===== src/rtl/addSubPkg.sv =====
package addSubPkg;

  typedef enum logic [1:0] {
    A_REG  = 2'd0,
    A_INV  = 2'd1,
    A_ZERO = 2'd2
  } aSelT;

  typedef enum logic [1:0] {
    B_REG   = 2'd0,
    B_IMM   = 2'd1,
    B_IMMHI = 2'd2,
    B_ZERO  = 2'd3
  } bSelT;

  typedef enum logic [1:0] {
    CIN_ZERO  = 2'd0,
    CIN_ONE   = 2'd1,
    CIN_CARRY = 2'd2
  } cinSelT;

  typedef struct packed {
    aSelT   aSel;
    bSelT   bSel;
    cinSelT cinSel;
  } steerT;

  typedef struct packed {
    logic resultWe;
    logic carryWe;
    logic ovWe;
    logic cr0We;
  } enableT;

  localparam int PRIM_W = 6;
  localparam int EXT_W  = 10;

  localparam logic [PRIM_W-1:0] P_XFORM  = 6'd31;
  localparam logic [PRIM_W-1:0] P_ADDI   = 6'd14;
  localparam logic [PRIM_W-1:0] P_ADDIS  = 6'd15;
  localparam logic [PRIM_W-1:0] P_ADDIC  = 6'd12;
  localparam logic [PRIM_W-1:0] P_ADDICR = 6'd13;
  localparam logic [PRIM_W-1:0] P_SUBFIC = 6'd8;

  localparam logic [EXT_W-1:0] X_ADD   = 10'd266;
  localparam logic [EXT_W-1:0] X_ADDC  = 10'd10;
  localparam logic [EXT_W-1:0] X_SUBF  = 10'd40;
  localparam logic [EXT_W-1:0] X_SUBFC = 10'd8;
  localparam logic [EXT_W-1:0] X_SUBFE = 10'd136;
  localparam logic [EXT_W-1:0] X_NEG   = 10'd104;

endpackage


===== src/rtl/addSubCtrl.sv =====
module addSubCtrl
  import addSubPkg::*;
(
  input  logic [PRIM_W-1:0] primOp,
  input  logic [EXT_W-1:0]  extOp,
  input  logic              oeBit,
  input  logic              rcBit,
  input  logic              raIsZero,
  output steerT             steer,
  output enableT            enables
);

  // register-register forms share OE/Rc handling
  function automatic enableT regRegEn(input logic carrying, input logic oe, input logic rc);
    enableT e;
    e.resultWe = 1'b1;
    e.carryWe  = carrying;
    e.ovWe     = oe;
    e.cr0We    = rc;
    return e;
  endfunction

  function automatic enableT immEn(input logic carrying, input logic rec);
    enableT e;
    e.resultWe = 1'b1;
    e.carryWe  = carrying;
    e.ovWe     = 1'b0;
    e.cr0We    = rec;
    return e;
  endfunction

  always_comb begin
    steer   = '{aSel: A_REG, bSel: B_ZERO, cinSel: CIN_ZERO};
    enables = '0;
    case (primOp)
      P_XFORM: begin
        case (extOp)
          X_ADD: begin
            steer   = '{aSel: A_REG, bSel: B_REG, cinSel: CIN_ZERO};
            enables = regRegEn(1'b0, oeBit, rcBit);
          end
          X_ADDC: begin
            steer   = '{aSel: A_REG, bSel: B_REG, cinSel: CIN_ZERO};
            enables = regRegEn(1'b1, oeBit, rcBit);
          end
          X_SUBF: begin
            steer   = '{aSel: A_INV, bSel: B_REG, cinSel: CIN_ONE};
            enables = regRegEn(1'b0, oeBit, rcBit);
          end
          X_SUBFC: begin
            steer   = '{aSel: A_INV, bSel: B_REG, cinSel: CIN_ONE};
            enables = regRegEn(1'b1, oeBit, rcBit);
          end
          X_SUBFE: begin
            steer   = '{aSel: A_INV, bSel: B_REG, cinSel: CIN_CARRY};
            enables = regRegEn(1'b1, oeBit, rcBit);
          end
          X_NEG: begin
            steer   = '{aSel: A_INV, bSel: B_ZERO, cinSel: CIN_ONE};
            enables = regRegEn(1'b0, oeBit, rcBit);
          end
          default: begin
            steer   = '{aSel: A_REG, bSel: B_ZERO, cinSel: CIN_ZERO};
            enables = '0;
          end
        endcase
      end
      P_ADDI: begin
        steer   = '{aSel: (raIsZero ? A_ZERO : A_REG), bSel: B_IMM, cinSel: CIN_ZERO};
        enables = immEn(1'b0, 1'b0);
      end
      P_ADDIS: begin
        steer   = '{aSel: (raIsZero ? A_ZERO : A_REG), bSel: B_IMMHI, cinSel: CIN_ZERO};
        enables = immEn(1'b0, 1'b0);
      end
      P_ADDIC: begin
        steer   = '{aSel: A_REG, bSel: B_IMM, cinSel: CIN_ZERO};
        enables = immEn(1'b1, 1'b0);
      end
      P_ADDICR: begin
        steer   = '{aSel: A_REG, bSel: B_IMM, cinSel: CIN_ZERO};
        enables = immEn(1'b1, 1'b1);
      end
      P_SUBFIC: begin
        steer   = '{aSel: A_INV, bSel: B_IMM, cinSel: CIN_ONE};
        enables = immEn(1'b1, 1'b0);
      end
      default: begin
        steer   = '{aSel: A_REG, bSel: B_ZERO, cinSel: CIN_ZERO};
        enables = '0;
      end
    endcase
  end

endmodule


===== src/rtl/addSubPath.sv =====
module addSubPath
  import addSubPkg::*;
#(
  parameter int DATA_W = 32,
  parameter int IMM_W  = 16
) (
  input  steerT             steer,
  input  logic              ovWr,
  input  logic [DATA_W-1:0] opA,
  input  logic [DATA_W-1:0] opB,
  input  logic [IMM_W-1:0]  imm,
  input  logic              carryIn,
  input  logic              sumOvIn,
  output logic [DATA_W-1:0] result,
  output logic              carryOut,
  output logic              ovOut,
  output logic              soOut,
  output logic [3:0]        cr0
);

  localparam int SUM_W = DATA_W + 1;
  localparam int EXT_N = DATA_W - IMM_W;

  logic [DATA_W-1:0] immSext;
  logic [DATA_W-1:0] immHigh;
  logic [DATA_W-1:0] addA;
  logic [DATA_W-1:0] addB;
  logic              cinBit;
  logic [SUM_W-1:0]  sumWide;

  generate
    if (EXT_N > 0) begin : g_ext
      assign immSext = {{EXT_N{imm[IMM_W-1]}}, imm};
    end else begin : g_noext
      assign immSext = imm[DATA_W-1:0];
    end
  endgenerate

  assign immHigh = immSext << IMM_W;

  always_comb begin
    case (steer.aSel)
      A_INV:   addA = ~opA;
      A_ZERO:  addA = '0;
      default: addA = opA;
    endcase
    case (steer.bSel)
      B_REG:   addB = opB;
      B_IMM:   addB = immSext;
      B_IMMHI: addB = immHigh;
      default: addB = '0;
    endcase
    case (steer.cinSel)
      CIN_ONE:   cinBit = 1'b1;
      CIN_CARRY: cinBit = carryIn;
      default:   cinBit = 1'b0;
    endcase
  end

  assign sumWide  = {1'b0, addA} + {1'b0, addB} + {{DATA_W{1'b0}}, cinBit};
  assign result   = sumWide[DATA_W-1:0];
  assign carryOut = sumWide[DATA_W];

  assign ovOut = (addA[DATA_W-1] == addB[DATA_W-1]) &&
                 (result[DATA_W-1] != addA[DATA_W-1]);
  assign soOut = sumOvIn | (ovWr & ovOut);

  logic isNeg;
  logic isZero;
  assign isNeg  = result[DATA_W-1];
  assign isZero = (result == '0);
  assign cr0    = {isNeg, !isNeg && !isZero, isZero, soOut};

endmodule


===== src/rtl/addSubUnit.sv =====
module addSubUnit
  import addSubPkg::*;
#(
  parameter int DATA_W = 32,
  parameter int IMM_W  = 16
) (
  input  logic [5:0]        primOp,
  input  logic [9:0]        extOp,
  input  logic              oeBit,
  input  logic              rcBit,
  input  logic              raIsZero,
  input  logic [DATA_W-1:0] opA,
  input  logic [DATA_W-1:0] opB,
  input  logic [IMM_W-1:0]  imm,
  input  logic              carryIn,
  input  logic              sumOvIn,
  output logic [DATA_W-1:0] result,
  output logic              resultWe,
  output logic              carryOut,
  output logic              carryWe,
  output logic              ovOut,
  output logic              ovWe,
  output logic              soOut,
  output logic [3:0]        cr0,
  output logic              cr0We
);

  steerT  steer;
  enableT enables;

  addSubCtrl u_ctrl (
    .primOp   (primOp),
    .extOp    (extOp),
    .oeBit    (oeBit),
    .rcBit    (rcBit),
    .raIsZero (raIsZero),
    .steer    (steer),
    .enables  (enables)
  );

  addSubPath #(.DATA_W(DATA_W), .IMM_W(IMM_W)) u_path (
    .steer    (steer),
    .ovWr     (enables.ovWe),
    .opA      (opA),
    .opB      (opB),
    .imm      (imm),
    .carryIn  (carryIn),
    .sumOvIn  (sumOvIn),
    .result   (result),
    .carryOut (carryOut),
    .ovOut    (ovOut),
    .soOut    (soOut),
    .cr0      (cr0)
  );

  assign resultWe = enables.resultWe;
  assign carryWe  = enables.carryWe;
  assign ovWe     = enables.ovWe;
  assign cr0We    = enables.cr0We;

endmodule


===== config.mk =====
export PLATFORM = sky130hd
export DESIGN_NAME = addSubUnit
export DESIGN_NICKNAME = d
export VERILOG_FILES = /design/src/rtl/addSubPkg.sv /design/src/rtl/addSubCtrl.sv /design/src/rtl/addSubPath.sv /design/src/rtl/addSubUnit.sv
export SDC_FILE = /design/constraint.sdc
export NUM_CORES = 1
export LEC_CHECK = 0
export BUFFER_PORTS_ARGS = -buffer_cell sky130_fd_sc_hd__buf_2
export CORE_MARGIN = 4
export CORE_UTILIZATION = 30
export DETAILED_ROUTE_END_ITERATION = 12
export PLACE_DENSITY = 0.53
export SYNTH_ARGS = -nofsm -noshare
export SYNTH_HDL_FRONTEND = slang
export SYNTH_SLANG_ARGS = --single-unit

===== constraint.sdc =====
create_clock -name vclk -period 23.4
set_clock_uncertainty 0.05 [all_clocks]
set_input_delay 4.68 -clock vclk [all_inputs]
set_output_delay 4.68 -clock vclk [all_outputs]
set_load 0.02 [all_outputs]

==> flow_metrics.py <==
metrics = {
    "clocking": {
        "postCtsSetupBuffers": 0,
        "cts-hold-fix-buffers": 0,
        "cts_repair_resize_count": 0,
    },
    "timing": {
        "min_period_over_period_pct": 70.5,
        "setup-tns-final_ps": 0,
        "fin_crit_ps": 16490,
        "maxSlewHeadroom_pct": 24.5,
        "achievable-frequency_mhz": 60.6,
        "tightestPinTransition_ps": 1130,
        "report.final.setup_viol": 0,
        "timing_max_transition_violations_final": 0,
        "final-hold-violation-count": 0,
        "finalWorstSetupSlack_ps": 6910,
        "grt_setup_unrepaired": "no",
    },
    "synth": {
        "synthesis.nets": 616,
        "synth_largest_type_area_fraction_pct": 13.8,
        "netlist-cell-type-count": 70,
        "yosysSeqAreaShare_pct": 0,
        "syn-cell-area_sq_um": 3090,
        "top_post_synthesis_cells_by_area": "ha_1 14%, nand2_1 12%, a21oi_1 7.3%, o21ai_0 7.0%, a221o_1 4.9%",
        "post-synth-top-area-cell": "ha_1",
        "yosysWarningCount": 0,
        "syn_inst": 479,
        "syn_area_per_cell_sq_um": 6.44,
    },
    "finish": {
        "num-nets-final": 738,
        "num-clock-buffers": 0,
        "final-seq-area_sq_um": 0,
        "layout_common_cells": "144 x buf_2, 99 x nand2_1, 45 x a21oi_1",
        "syn2layout_area_growth_pct": 24.5,
        "layout.sequential_cells": 0,
        "post_layout_nonfiller_instances": 732,
        "final_common_cell": "buf_2",
        "stdcell_area_sq_um": 3840,
        "fraction_of_final_layout_cells_with_drive_strength_greater_than_1_pct": 27.2,
        "antennaDiodeCount": 0,
    },
    "die": {
        "die_height_um": 109,
        "core.rowCount": 36,
        "design.portCount": 144,
        "die_area_sq_um": 12000,
        "die_width_um": 109,
        "initial_utilization_pct": 31.1,
        "placeableCoreArea_sq_um": 9910,
    },
    "flow_run": {
        "drv_cap": 0,
    },
    "routing": {
        "drt-initial-drc-count": 214,
        "vias": 4069,
        "drt_pre_antenna_iters": 5,
        "drtAntennaViolNets": 0,
        "average_vias_per_placed_instance": 5.56,
        "drt_wl_total_um": 13200,
        "route.detailed.drc": 0,
        "drt-wirelength-per-cell_um": 18.0,
    },
    "power_and_ir_drop": {
        "pwr_density_cell_nw_per_um2": 18.0,
        "worst_ir_drop_vdd_mv": 0.00908,
        "static-leakage-power_nw": 2.06,
    },
    "global_route": {
        "number_of_antenna_violations_at_the_first_check_in_global_routing": 0,
        "groute.usage.overall_pct": 21.4,
        "grt_remaining_overflow": 0,
        "grt_pass1_vias": 3990,
        "grt_first_pass_wirelength_um": 20600,
        "grt_start_max_net_pins": 34,
    },
    "setup_path": {
        "required_ps": 18670,
        "endpoint_kind": "primary output",
        "crit_path_max_fanout": 33,
        "criticalPathCategory": "in -> out",
        "crit_arrival_ps": 11760,
        "startpoint_type": "input port",
    },
    "placement": {
        "place_congestion": 0.942,
        "dp_cells": 732,
        "place_area_sq_um": 3840,
        "io_buffer_count": 144,
        "place_worst_setup_slack_ps": 6820,
        "post-dp-hpwl_um": 11200,
    },
    "status": {
        "result_of_the_run": "finished, final reports clean",
    },
    "worst_hold_path": {
        "min-delay-path-class": "in -> out",
    },
}
==> power breakdown <==
part           switching, mW  total (mW)  internal [mW]
clock                      0           0              0
combinational         0.0428      0.0690         0.0262
sequential                 0           0              0
==> cells by family (layout without fill, tap and decap cells) <==
kind of cell	count (synthesis)	after routing	synth area share, %
simple gates	194	194	29.9
compound gates	177	177	39.3
buf+inv	41	161	6.53
fa+ha+maj	36	36	15.1
xor+xnor	28	28	8.19
mux	3	3	0.973
==> path summary, 6_finish.rpt <==
| check | from | to | slack (ps) | cells past startpoint |
|---|---|---|---|---|
| worst max-delay path | primOp[5] | cr0[1] | 6910 | 22 |
| worst min-delay path | sumOvIn | cr0[0] | 9620 | 3 |
==> worst max-delay path, cell delays in order <==
cell,delay (ps)
buf_2,100
nor2b_1,200
nand2_1,140
nor2_1,870
a41oi_1,360
nand2_1,150
ha_1,640
nand2b_1,830
nor2_1,260
a21oi_1,90
fa_1,490
fa_1,420
nand2b_1,180
a21oi_1,300
o21ai_2,130
o21ai_1,280
xor2_1,170
nor4bb_1,430
nand4b_1,310
nor4_4,370
and4_1,210
buf_2,150
==> cells in the mapped netlist, drive strengths merged (3+ instances only) <==
master	n
nor4	3
nand2b	6
inv	15
xnor2	15
a21o	13
nand2	99
nor2	29
o211ai	3
a211o	3
o21a	8
nand3	6
or3	4
nand4	7
a31oi	3
nor2b	3
and2	5
o21bai	8
o41ai	3
ha	34
and4	4
mux2i	3
clkbuf	15
a211oi	3
a21oi	47
xor2	13
o21ai	46
a221o	15
buf	11
and3	7
nor3	14
a41oi	3
==> metrics by stage <==
| stage | power [mW] | utilization, % | hold WS (ps) |
|---|---|---|---|
| floorplan | 0.0438 | - | 9460 |
| global placement | 0.0683 | 38.8 | 9620 |
| detailed placement | 0.0682 | 38.8 | 9620 |
| CTS | 0.0687 | 38.8 | 9620 |
| global route | 0.0756 | 38.8 | 9660 |
| finish | 0.0690 | 38.8 | 9620 |
==> per-layer routing <==
metal  global-route usage [%]  up-vias  routed length [um]
met1                     29.3     1888                6040
met3                     1.94       11                 735
met5                        0        -                   0
li1                         -     2016                   -
met2                     37.5      154                6250
met4                     2.32        0                 166
==> layout make-up <==
type | instances | area, sq um
well taps | 133 | 166
repair buffers | 146 | 736
fillers | 1146 | 6070
multi-input cells | 438 | 2880
inverters | 15 | 56.3
Note: power is estimated with default switching activity, not from simulation.
